--- src/rtl/branch_perceptron.sv ---
module branch_perceptron #(
  parameter int ADDR_W   = 32,
  parameter int HIST_LEN = 12,
  parameter int DEPTH    = 16,
  parameter int THETA    = (193 * HIST_LEN + 1400) / 100,
  parameter int WGT_W    = 1 + $clog2(THETA + 1),
  localparam int IDX_W   = (DEPTH > 1) ? $clog2(DEPTH) : 1,
  localparam int SUM_W   = WGT_W + $clog2(HIST_LEN + 2) + 1
) (
  input  logic                    clk,
  input  logic                    rst_n,
  input  logic [ADDR_W-1:0]       lk_addr,
  output logic [IDX_W-1:0]        lk_index,
  output logic [HIST_LEN-1:0]     lk_hist,
  output logic signed [SUM_W-1:0] lk_sum,
  output logic                    lk_taken,
  input  logic                    up_valid,
  input  logic                    up_taken,
  input  logic [IDX_W-1:0]        up_index,
  input  logic [HIST_LEN-1:0]     up_hist,
  input  logic signed [SUM_W-1:0] up_sum
);

  localparam int NW = HIST_LEN + 1;
  localparam logic signed [WGT_W-1:0] WMAX = {1'b0, {(WGT_W-1){1'b1}}};
  localparam logic signed [WGT_W-1:0] WMIN = {1'b1, {(WGT_W-1){1'b0}}};
  localparam logic signed [SUM_W:0]   THETA_V = (SUM_W+1)'(THETA);

  logic signed [WGT_W-1:0] tbl [DEPTH][NW];
  logic [HIST_LEN-1:0]     ghr;

  logic [IDX_W-1:0] h_lo, h_hi;
  assign h_lo     = lk_addr[IDX_W-1:0];
  assign h_hi     = lk_addr[2*IDX_W-1:IDX_W];
  assign lk_index = IDX_W'({1'b0, h_lo ^ h_hi} % (IDX_W+1)'(DEPTH));
  assign lk_hist  = ghr;

  logic signed [SUM_W-1:0] acc;
  always_comb begin
    acc = SUM_W'(tbl[lk_index][0]);
    for (int i = 1; i < NW; i++) begin
      if (ghr[i-1]) acc = acc + SUM_W'(tbl[lk_index][i]);
      else          acc = acc - SUM_W'(tbl[lk_index][i]);
    end
  end
  assign lk_sum   = acc;
  assign lk_taken = ~acc[SUM_W-1];

  logic                  up_pred;
  logic signed [SUM_W:0] up_ext, up_mag;
  logic                  do_train;
  assign up_pred  = ~up_sum[SUM_W-1];
  assign up_ext   = {up_sum[SUM_W-1], up_sum};
  assign up_mag   = up_sum[SUM_W-1] ? -up_ext : up_ext;
  assign do_train = up_valid && ((up_pred != up_taken) || (up_mag <= THETA_V));

  function automatic logic signed [WGT_W-1:0] nudge(input logic signed [WGT_W-1:0] w,
                                                    input logic inc);
    if (inc) return (w == WMAX) ? w : w + WGT_W'(1);
    else     return (w == WMIN) ? w : w - WGT_W'(1);
  endfunction

  always_ff @(posedge clk) begin
    if (!rst_n) begin
      ghr <= '0;
      for (int e = 0; e < DEPTH; e++)
        for (int i = 0; i < NW; i++)
          tbl[e][i] <= '0;
    end else begin
      if (up_valid) ghr <= {ghr[HIST_LEN-2:0], up_taken};
      if (do_train) begin
        tbl[up_index][0] <= nudge(tbl[up_index][0], up_taken);
        for (int i = 1; i < NW; i++)
          tbl[up_index][i] <= nudge(tbl[up_index][i], up_hist[i-1] == up_taken);
      end
    end
  end

  AST_HIST_SHIFT: assert property (@(posedge clk) disable iff (!rst_n)
    up_valid |=> (lk_hist[0] == $past(up_taken)) && (lk_hist[HIST_LEN-1:1] == $past(lk_hist[HIST_LEN-2:0])));
  AST_HIST_HOLD: assert property (@(posedge clk) disable iff (!rst_n)
    !up_valid |=> $stable(lk_hist));
  AST_IDLE_SUM: assert property (@(posedge clk) disable iff (!rst_n)
    ($past(!up_valid) && $stable(lk_addr)) |-> $stable(lk_sum));
  AST_PRED_SIGN: assert property (@(posedge clk) disable iff (!rst_n)
    lk_taken |-> (lk_sum >= 0));

  for (genvar e = 0; e < DEPTH; e++) begin : g_chk_e
    for (genvar i = 0; i < NW; i++) begin : g_chk_w
      AST_STEP_ONE: assert property (@(posedge clk) disable iff (!rst_n)
        ((int'(tbl[e][i]) - int'($past(tbl[e][i])) <= 1) &&
         (int'(tbl[e][i]) - int'($past(tbl[e][i])) >= -1)));
      AST_OTHER_ENTRY: assert property (@(posedge clk) disable iff (!rst_n)
        (!up_valid || (int'(up_index) != e)) |=> $stable(tbl[e][i]));
    end
  end

endmodule

--- config.mk ---
export PLATFORM = sky130hd
export DESIGN_NAME = branch_perceptron
export DESIGN_NICKNAME = d
export VERILOG_FILES = /design/src/rtl/branch_perceptron.sv
export SDC_FILE = /design/constraint.sdc
export NUM_CORES = 2
export LEC_CHECK = 0
export BUFFER_PORTS_ARGS = -buffer_cell sky130_fd_sc_hd__buf_4
export CORE_MARGIN = 2
export CORE_UTILIZATION = 40
export CTS_CLUSTER_DIAMETER = 50
export DETAILED_ROUTE_END_ITERATION = 10
export GPL_TIMING_DRIVEN = 0
export SLEW_MARGIN = 20
export SYNTH_ARGS = -nofsm -noshare
export SYNTH_HDL_FRONTEND = slang
export SYNTH_SLANG_ARGS = --single-unit
export TNS_END_PERCENT = 10
--- constraint.sdc ---
create_clock -name clk -period 24.9 [get_ports clk]
set_input_delay 3.735 -clock clk [delete_from_list [all_inputs] [get_ports clk]]
set_output_delay 3.735 -clock clk [all_outputs]
set_load 0.03 [all_outputs]
==> summary.txt <==
CTS
  • Worst skew pair latency: 0.85 ns
  • Clk buf depth: 3
  • Number of buffers inserted during clock tree synthesis: between 150 and 200
  • Clock tree root driver cell: sky130_fd_sc_hd__clkbuf_16
  • Setup bufs post-CTS: 0
  • Sinks on Clock Net: approximately 1500
  • TritonCTS clock tree: yes
  • H-tree depth: 4
  • Hold Buf Count CTS: 0
  • Clk slew on worst S/H paths: 0.06 ns

Detailed routing
  • Wire length on met2: 155800 um
  • Vias after detailed routing: 65050
  • Number of remaining DRC errors: 0
  • Detail Route met3 WL: 70770 um
  • Via density per instance: 6.862
  • First-pass detailed-route iteration total: 8
  • Total wire length after detailed routing: 383000 um
  • Highest layer used for signal routing: met5
  • Drt initial violations: 12330
  • Wire per inst: 40.40 um
  • Count of antenna-violating nets left after detailed routing: 0
  • M1 wire length: 120700 um

Placement
  • Cell Area, Placed: 90470 um2
  • Total half-perimeter wirelength after legalization and detailed placement: 262900 um
  • Routability congestion estimate: 0.9847
  • Count of input and output buffers: 64

Synthesis
  • Prevailing post-synth register cell: sky130_fd_sc_hd__edfxtp_1
  • Number of distinct library cells after synthesis: 63
  • Mean post-synth cell area: 13.58 um2
  • Number of synthesized flops with an enable pin: about 1500
  • Share of the synthesized area in the top cell type: between 50% and 60%
  • Syn_nets: 6404
  • Share of flip-flops with an asynchronous set or reset: 0%
  • Number of instances in the synthesized netlist: 6150
  • Sequential area share after synthesis: 52.62%
  • Cell taking the most area after synthesis: sky130_fd_sc_hd__edfxtp_1
  • Post-synthesis register bit count: 1468
  • Leading post-synthesis cells by cell area: sky130_fd_sc_hd__edfxtp_1 (52%), sky130_fd_sc_hd__mux4_2 (23%), sky130_fd_sc_hd__nor2_1 (7.5%)
  • Yosys warnings: 0
  • Netlist area before placement: 83550 um2

Final layout
  • Fraction of layout instances using a drive strength above 1: 24.25%
  • Final #Nets: 6766
  • Non-Filler Cell Area, Final: ~97000 um2
  • Most frequent standard cell in the layout excluding fill and tap cells: sky130_fd_sc_hd__nor2_1
  • Area Growth Syn to Fin: 15.60%
  • Fill count: 18220
  • Highest-count cells in the layout ignoring fill and taps: sky130_fd_sc_hd__nor2_1 (1674), sky130_fd_sc_hd__edfxtp_1 (1456), sky130_fd_sc_hd__mux4_2 (844), sky130_fd_sc_hd__clkbuf_1 (282), sky130_fd_sc_hd__clkbuf_16 (185)

STA
  • Setup_tns: 0 ns
  • RSZ-0062 raised after global routing: false
  • Period utilization: 98.50%
  • Slew Limit Headroom: under 10%
  • Min Hold Slack: 0.7124 ns
  • Count of endpoints failing setup in the final report: 0
  • Number of hold violations in the final report: 0
  • Final slew viol count: 0
  • Max Freq: around 40 MHz
  • Clock tree skew after final layout: around 0.049 ns
  • Worst Tran Pin Value: 1.354 ns
  • Final critical path time including I/O delays and setup: 24.53 ns

Worst setup path
  • CP required: around 21 ns
  • Crit Path Class: input pin to output pin
  • Launch point of the worst path: lk_addr[5]
  • Type of origin of the critical path: input pin
  • Critical register-to-register path startpoint: tbl[15][0]
  • Critical path peak fanout: 10
  • Endpoint arrival time on the critical path: about 21 ns
  • Setup slack, reg-to-reg: 20.66 ns
  • Cell with the largest stage delay on the worst path: sky130_fd_sc_hd__xor2_1
  • Delay of the slowest cell on the worst path: 0.69 ns
  • Worst R2R Path Depth: 11
  • Last element of the critical path: lk_taken
  • Cell mode on critical path: sky130_fd_sc_hd__ha_1
  • Setup crit end kind: output pin
  • End of the worst register-to-register path: tbl[3][1]

Floorplanning
  • Total number of placement rows: 167
  • Initial Util: between 40% and 50%
  • Number of ports placed on the die boundary: 93
  • Die extent in x: 461.0 um
  • Die Y: 461.0 um
  • CORE AREA: approximately 210000 um2
  • Total die area: roughly 210000 um2

Status
  • Result of the run: completed

GRT
  • First-pass GRT wire length: 509100 um
  • Via count of the first global-routing pass: 61280
  • Global route total overflow: 0
  • Initial antenna violation count: 30
  • Total global routing track utilization: 35.61%
  • Maximum number of pins on one net before global-route repair: 33

Run
  • Max Cap Viol: 0

Hold path
  • Hold WC Path Type: register to register
-- synth_stat cells (47+ instances only) --
| library cell | count |
|---|---|
| sky130_fd_sc_hd__a21oi_1 | 145 |
| sky130_fd_sc_hd__a22oi_1 | 57 |
| sky130_fd_sc_hd__and3_1 | 53 |
| sky130_fd_sc_hd__buf_1 | 54 |
| sky130_fd_sc_hd__buf_2 | 61 |
| sky130_fd_sc_hd__clkbuf_1 | 330 |
| sky130_fd_sc_hd__edfxtp_1 | 1456 |
| sky130_fd_sc_hd__ha_1 | 178 |
| sky130_fd_sc_hd__inv_1 | 127 |
| sky130_fd_sc_hd__mux2i_1 | 47 |
| sky130_fd_sc_hd__mux4_2 | 844 |
| sky130_fd_sc_hd__nand2_1 | 200 |
| sky130_fd_sc_hd__nor2_1 | 1680 |
| sky130_fd_sc_hd__nor3_1 | 73 |
| sky130_fd_sc_hd__o21ai_0 | 53 |
| sky130_fd_sc_hd__xnor2_1 | 155 |
| sky130_fd_sc_hd__xor2_1 | 127 |
-- metrics by stage --
stage / util [%] / setup WS (ns) / instances
finish: 46.59 / 0.3727 / 9479
global route: 46.56 / 0.05592 / 9453
CTS: 46.54 / 0.6335 / 9447
detailed placement: 43.65 / 0.7271 / 9118
global placement: 42.22 / 0.7365 / 9002
floorplan: - / 4.822 / 6150
-- metal layers --
layer  track usage [%]  vias to the layer above
met1             42.01                    32570
met5             1.102                        -
met2             49.61                     6675
li1                  -                    24210
met3             18.06                     1562
met4             26.00                       26
-- logic make-up after synthesis --
family	after synthesis	synth area share, %
simple gates	2165	10.45
flops	1468	52.62
mux	927	23.80
buf+inv	619	3.190
compound gates	490	3.807
xor+xnor	291	3.178
fa+ha+maj	190	2.953
-- sequential cells by signal, summed over array words and instances, names as in the netlist --
signal   count
lk_hist     12
tbl       1456
-- how the worst min path moves through the flow --
stage	from	endpoint	slack [ns]	cells past startpoint
floorplan	lk_hist[9]	lk_hist[9]	0.71	2
global placement	lk_hist[9]	lk_hist[9]	0.70	2
detailed placement	lk_hist[9]	lk_hist[9]	0.71	2
CTS	lk_hist[9]	lk_hist[9]	0.71	2
global route	lk_hist[9]	lk_hist[9]	0.75	2
finish	lk_hist[9]	lk_hist[9]	0.71	2
-- worst max-delay path, delay by kind of cell --
family	cells	cell delay, ns
adders and majority gates	13	4.35
buffers and inverters	13	4.57
muxes	2	1.03
xor gates and xnor gates	15	4.56
and+or+nand+nor	6	0.93
AOI/OAI and AO/OA	9	1.50
-- timing repair --
| item | in CTS | in global routing |
|---|---|---|
| endpoints found under the hold margin | 0 | 0 |
| endpoints found under the setup margin | 0 | 1 |
| gates resized for setup | 0 | 3 |
-- final cells by class --
class | instances | area [um2] | share of cell area (%)
clock buffers | 210 | 4723 | 4.891
repair buffers | 182 | 3108 | 3.218
multi-input cells | 4063 | 37140 | 38.46
well taps | 2788 | 3488 | 3.612
plain buffers | 490 | 2331 | 2.414
flip-flops and latches | 1468 | 43960 | 45.52
diodes | 30 | 75.07 | 0.07773
clock inverters | 119 | 1260 | 1.305
inverters | 129 | 484.2 | 0.5014
Power is left out: the tool's default activity adds up to more than one toggle a clock period on the data nets, which glitch-free logic cannot reach.
